File: config.mk
export PLATFORM = sky130hd
export DESIGN_NAME = lo_phase_seq
export DESIGN_NICKNAME = d
export VERILOG_FILES = /design/src/rtl/lo_seq_pkg.sv /design/src/rtl/lo_slot_fsm.sv /design/src/rtl/lo_phase_gen.sv /design/src/rtl/lo_pipe_shift.sv /design/src/rtl/lo_phase_seq.sv
export SDC_FILE = /design/constraint.sdc
export NUM_CORES = 1
export LEC_CHECK = 0
export ABC_AREA = 1
export ABC_CLOCK_PERIOD_IN_PS = 4500
export BUFFER_PORTS_ARGS = -buffer_cell sky130_fd_sc_hd__buf_2
export CAP_MARGIN = 30
export CELL_PAD_IN_SITES_DETAIL_PLACEMENT = 1
export CELL_PAD_IN_SITES_GLOBAL_PLACEMENT = 1
export CORE_MARGIN = 2
export CORE_UTILIZATION = 49
export DETAILED_ROUTE_END_ITERATION = 10
export GPL_ROUTABILITY_DRIVEN = 0
export GPL_TIMING_DRIVEN = 0
export PLACE_DENSITY = 0.94
export REMOVE_ABC_BUFFERS = 1
export SLEW_MARGIN = 15
export SYNTH_ARGS = -nofsm -noshare
export SYNTH_HDL_FRONTEND = slang
export SYNTH_HIERARCHICAL = 1
export SYNTH_SLANG_ARGS = --single-unit
export TNS_END_PERCENT = 10
File: constraint.sdc
create_clock -name clk_i -period 4.5 [get_ports clk_i]
set_input_delay 0.45 -clock clk_i [delete_from_list [all_inputs] [get_ports clk_i]]
set_output_delay 0.45 -clock clk_i [all_outputs]
set_load 0.03 [all_outputs]
File: src/rtl/lo_seq_pkg.sv
package lo_seq_pkg;
  typedef enum logic [1:0] {
    SL_COS = 2'b00,
    SL_HK  = 2'b01,
    SL_SIN = 2'b11,
    SL_SRC = 2'b10
  } slot_e;

  function automatic slot_e next_slot(slot_e s);
    case (s)
      SL_COS:  return SL_HK;
      SL_HK:   return SL_SIN;
      SL_SIN:  return SL_SRC;
      default: return SL_COS;
    endcase
  endfunction
endpackage

File: src/rtl/lo_slot_fsm.sv
module lo_slot_fsm
  import lo_seq_pkg::*;
(
  input  logic  clk_i,
  input  logic  rst_ni,
  input  logic  sync_i,
  input  logic  shift_busy_i,
  output slot_e slot_o,
  output logic  run_o,
  output logic  last_o
);
  logic req_q;
  logic start;

  assign start  = !run_o && req_q && !shift_busy_i;
  assign last_o = run_o && (slot_o == SL_SRC);

  always_ff @(posedge clk_i or negedge rst_ni) begin
    if (!rst_ni) begin
      slot_o <= SL_COS;
      run_o  <= 1'b0;
      req_q  <= 1'b0;
    end else begin
      if (start) begin
        run_o <= 1'b1;
        req_q <= sync_i;
      end else begin
        req_q <= req_q | sync_i;
      end
      if (run_o) begin
        slot_o <= next_slot(slot_o);
        if (slot_o == SL_SRC) run_o <= 1'b0;
      end
    end
  end

  a_r1_idle_at_cos: assert property (@(posedge clk_i) disable iff (!rst_ni)
    !run_o |-> slot_o == SL_COS);
  a_r1_slot_moves: assert property (@(posedge clk_i) disable iff (!rst_ni)
    run_o |=> slot_o != $past(slot_o));
  a_r1_ends_on_src: assert property (@(posedge clk_i) disable iff (!rst_ni)
    $fell(run_o) |-> $past(slot_o) == SL_SRC);
  a_r2_no_overlap: assert property (@(posedge clk_i) disable iff (!rst_ni)
    run_o |-> !shift_busy_i);
endmodule

File: src/rtl/lo_phase_gen.sv
module lo_phase_gen
  import lo_seq_pkg::*;
#(
  parameter int PH_W = 24
) (
  input  logic            clk_i,
  input  logic            rst_ni,
  input  slot_e           slot_i,
  input  logic            run_i,
  input  logic [PH_W-1:0] freq_i,
  input  logic [PH_W-1:0] ofs_i,
  input  logic            trig_i,
  output logic [PH_W-1:0] cos_o,
  output logic [PH_W-1:0] sin_o,
  output logic [PH_W-1:0] src_o,
  output logic [PH_W-1:0] cap_o
);
  localparam logic [PH_W-1:0] QUARTER = {2'b01, {(PH_W-2){1'b0}}};

  logic [PH_W-1:0] acc_q, freq_q;

  assign src_o = acc_q + ofs_i;

  always_ff @(posedge clk_i or negedge rst_ni) begin
    if (!rst_ni) begin
      acc_q  <= '0;
      freq_q <= '0;
      cos_o  <= '0;
      sin_o  <= '0;
      cap_o  <= '0;
    end else begin
      if (run_i) begin
        case (slot_i)
          SL_COS:  cos_o  <= acc_q + QUARTER;
          SL_HK:   freq_q <= freq_i;
          SL_SIN:  sin_o  <= acc_q;
          default: acc_q  <= acc_q + freq_q;
        endcase
      end
      if (trig_i) cap_o <= acc_q + QUARTER;
    end
  end

  a_r4_acc_hold: assert property (@(posedge clk_i) disable iff (!rst_ni)
    !(run_i && slot_i == SL_SRC) |=> $stable(acc_q));
  a_r4_freq_hold: assert property (@(posedge clk_i) disable iff (!rst_ni)
    !(run_i && slot_i == SL_HK) |=> $stable(freq_q));
  a_r3_quadrature: assert property (@(posedge clk_i) disable iff (!rst_ni)
    (run_i && slot_i == SL_SRC) |-> (cos_o - sin_o) == QUARTER);
  a_r8_cap_hold: assert property (@(posedge clk_i) disable iff (!rst_ni)
    !trig_i |=> $stable(cap_o));
endmodule

File: src/rtl/lo_pipe_shift.sv
module lo_pipe_shift #(
  parameter int PH_W  = 24,
  parameter int OUT_W = 16
) (
  input  logic             clk_i,
  input  logic             rst_ni,
  input  logic             load_i,
  input  logic [PH_W-1:0]  cos_i,
  input  logic [PH_W-1:0]  sin_i,
  input  logic [PH_W-1:0]  src_i,
  output logic             ser_d_o,
  output logic             ser_en_o,
  output logic             frame_o,
  output logic [OUT_W-1:0] st_o
);
  localparam int NWORD   = 3;
  localparam int FRAME_W = NWORD * OUT_W;
  localparam int CNT_W   = $clog2(FRAME_W + 1);
  localparam int RND_B   = PH_W - OUT_W - 1;

  logic [NWORD-1:0][PH_W-1:0]  set_q;
  logic [NWORD-1:0][OUT_W-1:0] word;
  logic [FRAME_W-1:0]          sh_q;
  logic [CNT_W-1:0]            cnt_q;

  // index NWORD-1 leaves first
  for (genvar g = 0; g < NWORD; g++) begin : g_round
    assign word[g] = set_q[g][PH_W-1 -: OUT_W] + OUT_W'(set_q[g][RND_B]);
  end

  assign ser_en_o = (cnt_q != '0);
  assign ser_d_o  = sh_q[FRAME_W-1];
  assign frame_o  = ser_en_o && ((cnt_q % CNT_W'(OUT_W)) == '0);

  always_ff @(posedge clk_i or negedge rst_ni) begin
    if (!rst_ni) begin
      set_q <= '0;
      sh_q  <= '0;
      cnt_q <= '0;
      st_o  <= '0;
    end else if (load_i) begin
      sh_q  <= word;
      cnt_q <= CNT_W'(FRAME_W);
      set_q <= {cos_i, sin_i, src_i};
    end else if (ser_en_o) begin
      sh_q  <= {sh_q[FRAME_W-2:0], 1'b0};
      cnt_q <= cnt_q - 1'b1;
      st_o  <= {st_o[OUT_W-2:0], sh_q[FRAME_W-1]};
    end
  end

  a_r6_frame_in_burst: assert property (@(posedge clk_i) disable iff (!rst_ni)
    frame_o |-> ser_en_o);
  a_r6_load_when_idle: assert property (@(posedge clk_i) disable iff (!rst_ni)
    load_i |-> !ser_en_o);
  a_r6_burst_opens_framed: assert property (@(posedge clk_i) disable iff (!rst_ni)
    $rose(ser_en_o) |-> frame_o);
  a_r9_st_hold: assert property (@(posedge clk_i) disable iff (!rst_ni)
    !ser_en_o |=> $stable(st_o));
endmodule

File: src/rtl/lo_phase_seq.sv
module lo_phase_seq
  import lo_seq_pkg::*;
#(
  parameter int PH_W  = 24,
  parameter int OUT_W = 16
) (
  input  logic             clk_i,
  input  logic             rst_ni,
  input  logic [PH_W-1:0]  freq_i,
  input  logic [PH_W-1:0]  src_ofs_i,
  input  logic             sync_i,
  input  logic             trig_i,
  output logic [1:0]       slot_o,
  output logic             run_o,
  output logic             ser_d_o,
  output logic             ser_en_o,
  output logic             frame_o,
  output logic [PH_W-1:0]  cap_phase_o,
  output logic [OUT_W-1:0] st_word_o
);
  slot_e           slot;
  logic            last;
  logic [PH_W-1:0] cos_ph, sin_ph, src_ph;

  assign slot_o = slot;

  lo_slot_fsm u_fsm (
    .clk_i        (clk_i),
    .rst_ni       (rst_ni),
    .sync_i       (sync_i),
    .shift_busy_i (ser_en_o),
    .slot_o       (slot),
    .run_o        (run_o),
    .last_o       (last)
  );

  lo_phase_gen #(.PH_W(PH_W)) u_gen (
    .clk_i  (clk_i),
    .rst_ni (rst_ni),
    .slot_i (slot),
    .run_i  (run_o),
    .freq_i (freq_i),
    .ofs_i  (src_ofs_i),
    .trig_i (trig_i),
    .cos_o  (cos_ph),
    .sin_o  (sin_ph),
    .src_o  (src_ph),
    .cap_o  (cap_phase_o)
  );

  lo_pipe_shift #(.PH_W(PH_W), .OUT_W(OUT_W)) u_shift (
    .clk_i    (clk_i),
    .rst_ni   (rst_ni),
    .load_i   (last),
    .cos_i    (cos_ph),
    .sin_i    (sin_ph),
    .src_i    (src_ph),
    .ser_d_o  (ser_d_o),
    .ser_en_o (ser_en_o),
    .frame_o  (frame_o),
    .st_o     (st_word_o)
  );
endmodule

* After elaboration in Yosys (flattened, before gate mapping)
Cells that the tools add are included.
Cells by class: add/subtract/negate cells 7, equal/unequal tests 3, muxes and demuxes 9, bitwise operators 3, reduce and logical (&&, ||, !) cells 16
Operators by type and width (number):
- 2-to-1 mux 48 bit | 2
- adder 16 x 1 -> 16 bit | 3
- adder 24 bit | 2
- adder 24 x 23 -> 24 bit, second input constant | 1
- 2-to-1 mux 6 bit | 2
- AND reduction 2 bit | 5
- logical NOT 6 bit | 1
- one-hot mux 2 bit (3 select lines) | 1
- nonzero test 6 bit | 1
- subtractor 6 x 1 -> 6 bit, second input constant | 1
- == test 2 bit, second input constant | 2
- logical AND 1 bit | 4
- 2-to-1 mux 1 bit | 4
- OR reduction 3 bit | 1
- == test 2 x 1 -> 1 bit, second input constant | 1
- logical NOT 1 bit | 2
- logical NOT 2 bit | 1
- inverter 1 bit | 2
- nonzero test 2 bit | 1
- OR 1 bit | 1
Storage, ports and cells: bits in registers 266, input bits 52, output and inout bits 46, word-level logic and storage cells 52

* Logic depth before layout (Yosys ltp)
Gate-level depths: netlist (run 1).
depth after elaboration 6, gate-level depth with buffers 14, gate-level depth less buffers 14

* Hierarchy
The synthesis (run 1) kept the hierarchy.
Modules (own cells, without submodules):
- lo_phase_gen | instances 1, cells each 995, area each 7683.6 um^2, sequential area each 3002.9 um^2
- lo_pipe_shift | instances 1, cells each 786, area each 5969.5 um^2, sequential area each 3027.9 um^2
- lo_slot_fsm | instances 1, cells each 19, area each 161.4 um^2, sequential area each 100.1 um^2

* Least setup slack after synthesis (run 1)
OpenSTA, ideal clock, no wires.
path type input to register, from in src_ofs_i[0], to reg u_shift/set_q[12] (netlist name), library setup time 0.133 ns, arrival 1.872 ns, required time 4.367 ns, setup slack 2.495 ns, stages 13, buffers on the path 0, cells stage by stage ha_1 > fa_1 > nand2_1 > nand2_1 > nand3b_1 > nand2_2 > nand2_2 > nand2_2 > nand2_2 > nand2_2 > xor2_2 > nand2_1 > o21ai_0
Between the ends: longest elaborated chain between the ends 1
Ends and longest elaborated chain:
- start, declared | line lo_phase_seq.sv:10 | input logic [PH_W-1:0] src_ofs_i,
- adder 24 bit | line lo_phase_gen.sv:22 | assign src_o = acc_q + ofs_i;
- via src_ph[12] | line lo_phase_seq.sv:23 | logic [PH_W-1:0] cos_ph, sin_ph, src_ph;
- end signal, assigned | line lo_pipe_shift.sv:44 | set_q <= {cos_i, sin_i, src_i};
- end, declared | line lo_pipe_shift.sv:21 | logic [NWORD-1:0][PH_W-1:0] set_q;
The timed path passes the listed nets, and every way through them passes these cells. A chain may end at the register's enable or synchronous reset.

* Final worst setup path (run 1)
from reg u_fsm.slot_o[0], to reg u_shift.sh_q[3]
Between the ends: longest elaborated chain between the ends 3, elaborated cells on any way between the ends 4, those cells by class eq/ne: 1; mux: 1; reduce/logical: 2
Ends and longest elaborated chain:
- start, declared | line lo_slot_fsm.sv:8 | output slot_e slot_o,
- start signal, assigned | line lo_slot_fsm.sv:31 | slot_o <= next_slot(slot_o);
- == test 2 bit * | line lo_slot_fsm.sv:16 | assign last_o = run_o && (slot_o == SL_SRC);
- logical AND 1 bit * | line lo_slot_fsm.sv:16
- via last | line lo_phase_seq.sv:22 | logic last;
- 2-to-1 mux 48 bit / nonzero test 2 bit (equally long branches)
- end signal, assigned | line lo_pipe_shift.sv:42 | sh_q <= word;
- end signal, assigned | line lo_pipe_shift.sv:46 | sh_q <= {sh_q[FRAME_W-2:0], 1'b0};
- end, declared | line lo_pipe_shift.sv:23 | logic [FRAME_W-1:0] sh_q;
Mark *: on every way through the listed nets, which the timed path passes. The rest lies on a longest branch.

==> metrics, run 1 <==
yosys warns=6; reg-to-reg slack, setup=approximately 1.1 ns; RR Endpoint=u_shift/sh_q[3]$_DFFE_PN0P_; core box area=26800 um2; grt total ovfl=0; CP endpoint kind=flop; DP HPWL=30900 um; io pins=98; First-pass DRT Iterations=5; final hold vios=0; CP Launch Type=flop; fmax=294 MHz; input/output buffers=97; pin slew with the least headroom to its limit=0.888 ns; origin of the worst setup path=u_fsm/slot_o[0]$_DFFE_PN0P_; R2R Path Start=u_fsm/slot_o[0]$_DFFE_PN0P_; Post-Syn Instances=1753; Critical Path Sink=u_shift/sh_q[3]$_DFFE_PN0P_; Die ar.=28500 um2; FF-to-FF path depth=10; drt first-iter violations=1079; met3 Use GR=5.05%; setup ws final=1.10 ns; worst hold margin=0.121 ns; largest net degree at the start of global routing=103; ant diodes=0; worst path arrival time=approximately 3.9 ns; Peak VDD IR=0.289 mV; CP max FO=36; min-delay src=sync_i; Pwr Total=between 0.005 and 0.006 W; clk_skew=0.0184 ns; LEAKAGE=between 7 and 8 nW; H-Tree Depth=1; max-slew violations=0; GRT busiest layer=met2; first-pass GRT wire length=about 78000 um; die width=approximately 170 um; clock period minus worst slack=3.40 ns; Mapped Area=13300 um2; kind of critical path=flop to flop; layout cells sized above 1=12.2%; final wirelength=49900 um; final setup fails=0; Die Ht=169 um; Via Count=around 13000; drt wl/cell=22.7 um; pwr dens=~360 nW/um2; starting density of the core=49.6%; Root Buffer Master=clkbuf_16; vias in the first global route=around 14000; HP Class=primary input to flop; Nets=about 2000; CP required=4.96 ns; Worst-path clk slew=0.06 ns; clk buf depth=3; GRT Resource Usage Total=34.9%; post_cts resized=0; outcome=completed; clk sinks=231; Tcrit/Tclk final=between 70% and 80%; Routed Antenna Nets=0; initial antenna violation count=0; met2 usage=61.3%; relative slew slack=between 40% and 50%; max_cap viols=0; syn avg cell area=7.59 um2; worst skew pair latency=approximately 0.55 ns; RSZ-0062 raised after global routing=false; CTS Buf Count=26; DR vias/cell=5.99; CTS tree=yes; Cell Rows=60; setup TNS=0 ns; met1 track demand over resource=40.2%; Area Growth Syn to Fin=14.6%; Residual DRC=0; Place WS=1.03 ns
worst max-delay path, stage by stage (launching register included):
cell	delay, ns
dfrtp_1	0.62
inv_1	0.17
nand2_1	0.19
nor2_4	0.12
buf_16	0.19
inv_2	0.54
nand2_2	0.43
inv_2	0.50
buf_12	0.27
nand2_1	0.11
nand3_1	0.14
layer usage:
metal	wire, um	vias to the layer above
met3	2940	253
met5	0	-
li1	-	5772
met2	24400	651
met1	18900	6511
met4	3650	0
state kept, by name (all words and copies together) (netlist names):
| signal | cells |
|---|---|
| u_fsm/slot_o | 2 |
| u_shift/st_o | 16 |
| u_gen/cap_o | 24 |
| u_gen/freq_q | 24 |
| u_gen/acc_q | 24 |
| u_gen/sin_o | 17 |
| u_shift/sh_q | 48 |
| u_fsm/req_q | 1 |
| u_fsm/run_o | 1 |
| u_gen/cos_o | 17 |
| u_shift/set_q | 51 |
| u_shift/cnt_q | 6 |
cell usage in the layout, fill, tap and decap left out, drive strengths merged:
cell type	instances
nand2	642
fa	2
o21ai	123
o21a	3
clkinv	5
bufinv	8
nor3	11
o22ai	2
nor2b	1
ha	56
nor2	125
buf	107
nand3	137
and2	2
o211ai	2
inv	196
a21oi	75
a21boi	1
or2	3
a31oi	1
dfrtp	231
xnor2	11
a22oi	4
o21bai	3
mux2	27
clkinvlp	1
dlygate4sd3	1
nand4	24
clkbuf	34
xor2	11
o31ai	1
nand3b	10
cell type report:
class / instances / area, um2
clock buffer: 34 / 762
clock inverter: 14 / 277
fill: 3307 / 11600
inverter: 196 / 736
multi-input combinational: 1277 / 6510
sequential: 231 / 5780
tap: 341 / 427
timing repair buffer: 108 / 753
timing repair:
item	in CTS	in global routing
hold buffers	1	0
hold endpoints to repair	42	0
setup buffers	0	0
per-stage QoR:
stage               std cells  util (%)  cell area, um2
detailed placement       2150      52.8           14100
CTS                      2199      56.7           15200
global placement         2142      52.0           13900
finish                   2201      56.9           15200
global route             2201      56.9           15200
floorplan                1704         -           13000
how the worst min path moves through the flow:
stage	endpoint	depth (start not counted)	slack, ns
2_1_floorplan	u_fsm/req_q$_DFF_PN0_	0	0.15
3_3_place_gp	u_shift/sh_q[17]$_DFFE_PN0P_	2	0.46
3_5_place_dp	u_shift/st_o[14]$_DFFE_PN0P_	1	0.36
4_1_cts	u_fsm/req_q$_DFF_PN0_	3	0.10
5_1_grt	u_fsm/req_q$_DFF_PN0_	3	0.12
6_report	u_fsm/req_q$_DFF_PN0_	3	0.12
where the power goes:
| group | total (W) | switching [W] | internal [W] |
|---|---|---|---|
| logic | 0.000704 | 0.000485 | 0.000220 |
| registers | 0.00219 | 0.0000648 | 0.00213 |
| clock network | 0.00259 | 0.000942 | 0.00165 |
No activity file was read; power rests on OpenSTA's default activity.
==> inputs of run 2 (changes only) <==
Settings changed: ABC_CLOCK_PERIOD_IN_PS 4500 to 3300, CORE_UTILIZATION 49 to 46, PLACE_DENSITY 0.94 to 0.89.
Clock period 4.5 ns to 3.3 ns, I/O delays scaled along.
==> run 2 against run 1 <==
Net effect:
- sequential share of layout area is 0.32 points higher
- core utilization is 3.9 points lower
- first-iteration DRC count is 33% lower
- critical path depth is 1 higher
- routed wire length is 18% lower
- power is 27% higher
- clock skew is 0.0013 ns lower
- fmax is 22% higher
- critical path type unchanged
- largest cell class unchanged
==> metrics, run 2 (synthesized netlist as in run 1, its figures left out) <==
LEAKAGE=7.78 nW (-1.1%); switching fraction of total power=27.5% (+0.27 points); delay-heaviest family, CP=simple AND/OR/NAND/NOR gates; Root Buffer Master=clkbuf_16; Critical Path Sink=u_shift/sh_q[15]$_DFFE_PN0P_; WHS Path Cells=2 (-1); clock period minus worst slack=2.78 ns (-0.623 ns); critical path depth=11 (+1); most common cell after layout, fill and taps aside=nand2_1; core box area=28500 um2 (+6.5%); Die Ht=174 um (+3.1%); Routed Antenna Nets=0 (unchanged); cell mode on critical path=nand2_1; clk_skew=0.0171 ns (-0.00127 ns); max FFs per register=51 (unchanged); io pins=98 (unchanged); worst skew pair latency=0.54 ns (about the same); grt total ovfl=0 (unchanged); final setup fails=0 (unchanged); fmax=360 MHz (+22%); initial antenna violation count=0 (unchanged); Cell Rows=62 (+3.3%); Int Pwr=0.00504 W (+26%); H-Tree Depth=1 (unchanged); Area Growth Syn to Fin=13.7%; worst path arrival time=3.20 ns (-0.66 ns); Peak VDD IR=0.452 mV (+56%); CP endpoint kind=flop; DP HPWL=29500 um (-4.5%); starting density of the core=46.6% (-3.0 points); First-pass DRT Iterations=5 (unchanged); fillcell total=3633 (+9.9%); Post-Place Cells=2192 (+2.0%); clk sinks=231 (unchanged); ant diodes=0 (unchanged); input/output buffers=97 (unchanged); pin slew with the least headroom to its limit=0.897 ns (+0.00933 ns); reg-to-reg slack, setup=0.52 ns (-0.58 ns); die width=174 um (+3.1%); Worst-path clk slew=0.06 ns (about the same); drt first-iter violations=728 (-33%); pwr dens=459 nW/um2 (+28%); relative slew slack=40.2% (-0.62 points); Largest regs=u_shift/set_q x51, u_shift/sh_q x48; vias in the first global route=12900 (-8.8%); Die ar.=30300 um2 (+6.4%); Post-CTS Setup Bufs=0 (unchanged); slowest CP cell=dfrtp_1; HP Class=primary input to flop; CP Launch Type=flop; fin cells=2243 (+1.9%); largest register by flop count=u_shift/set_q; fraction of power consumed by sequential logic=42.9% (+3.0 points); FF/Latch Area=5780 um2 (unchanged); part of the power in combinational logic=13.0% (+0.2 points); most frequent cells in the layout=nand2_1 (626), dfrtp_1 (231), inv_1 (191); crit-path cells=inv_1 -> nand2_1 -> nor2_4 -> buf_12 -> inv_4 -> nand2_4 -> inv_6 -> nand2_1 -> nand2_1 -> inv_1 -> nand2_1; CTS tree=yes; GRT Resource Usage Total=27.3% (-7.6 points); Residual DRC=0 (unchanged); R2R Path Start=u_fsm/slot_o[0]$_DFFE_PN0P_; largest net degree at the start of global routing=103 (unchanged); drt wl/cell=18.3 um (-19%); Via Count=12100 (-8.4%); min-delay src=freq_i[11]; DR vias/cell=5.38 (-10%); outcome=completed; RR Endpoint=u_shift/sh_q[15]$_DFFE_PN0P_; final wirelength=41000 um (-18%); setup TNS=0 ns (unchanged); FF-to-FF path depth=11 (+1); RSZ-0062 raised after global routing=false; Nets=1950 (unchanged); CTS Buf Count=27 (+3.8%); Buf+Inv Stages, Crit Path=5 (unchanged); max_cap viols=0 (unchanged); clk buf depth=3 (unchanged); first-pass GRT wire length=66900 um (-14%); CP required=3.72 ns (-1.24 ns); Tcrit/Tclk final=84.1% (+8.6 points); origin of the worst setup path=u_fsm/slot_o[0]$_DFFE_PN0P_; kind of critical path=flop to flop; Sw Pwr=0.00191 W (+28%); max-slew violations=0 (unchanged); clock network power share=44.1% (-3.1 points); layout cells sized above 1=12.1% (-0.10 points); final hold vios=0 (unchanged); CP max FO=62 (+72%); area of the multi-input gates=6510 um2 (about the same); slowest stage delay, CP=0.53 ns (-0.09 ns)
run 2: changes by cell type in the layout (fill, tap and decap cells not counted), moves of 2 or more:
cell / delta
buf_16: -4
clkinv_2: +4
inv_2: -2
bufinv_16: -5
run 2: power groups by stage:
stage / logic [W] / clock network [W] / registers [W]
2_1_floorplan: 0.000520 / 0 / 0.00305
4_1_cts: 0.000904 / 0.00312 / 0.00298
3_3_place_gp: 0.000838 / 0 / 0.00302
6_report: 0.000905 / 0.00306 / 0.00298
5_1_grt: 0.00100 / 0.00323 / 0.00298
3_5_place_dp: 0.000889 / 0 / 0.00302
run 2: metrics by stage:
stage / setup WS (ns) / instance area, um2 / power, W / util, % / hold slack, ns
CTS: 0.0730 / 15100 / 0.00700 / 52.9 / 0.00105
finish: 0.524 / 15100 / 0.00694 / 52.9 / 0.0150
floorplan: -3.43 / 13000 / 0.00357 / - / 0.0344
global placement: -7.08 / 14000 / 0.00386 / 49.0 / 0.457
detailed placement: -0.326 / 14200 / 0.00391 / 49.6 / 0.243
global route: 0.301 / 15100 / 0.00722 / 52.9 / 0.00517
run 2: worst min-delay path by stage:
stage / slack [ns] / end
2_1_floorplan: 0.03 / u_fsm/req_q$_DFF_PN0_
3_3_place_gp: 0.46 / u_gen/cos_o[23]$_DFFE_PN0P_
5_1_grt: 0.005 / u_gen/freq_q[11]$_DFFE_PN0P_
6_report: 0.02 / u_gen/freq_q[11]$_DFFE_PN0P_
4_1_cts: 0.001 / u_gen/freq_q[11]$_DFFE_PN0P_
3_5_place_dp: 0.24 / u_shift/st_o[14]$_DFFE_PN0P_
run 2: cell type report:
type                    count  area share [%]
inverters                 196            4.92
well taps                 384            3.18
repair buffers            107            4.55
clock buffers              33            4.95
clock inverters            15            1.08
multi-input cells        1277            43.1
flip-flops and latches    231            38.2
run 2: timing repair:
action                     4_1_cts  5_1_grt
hold endpoints to repair        37        0
setup endpoints to repair       60       18
gates resized for setup          2        3
hold buffers                     2        0
run 2: per-layer routing:
metal	vias up	track usage, %	wire length [um]
met5	-	0	0
met4	0	11.2	1750
met3	91	3.19	1460
met2	268	48.9	20700
met1	5947	33.4	17100
li1	5771	-	-
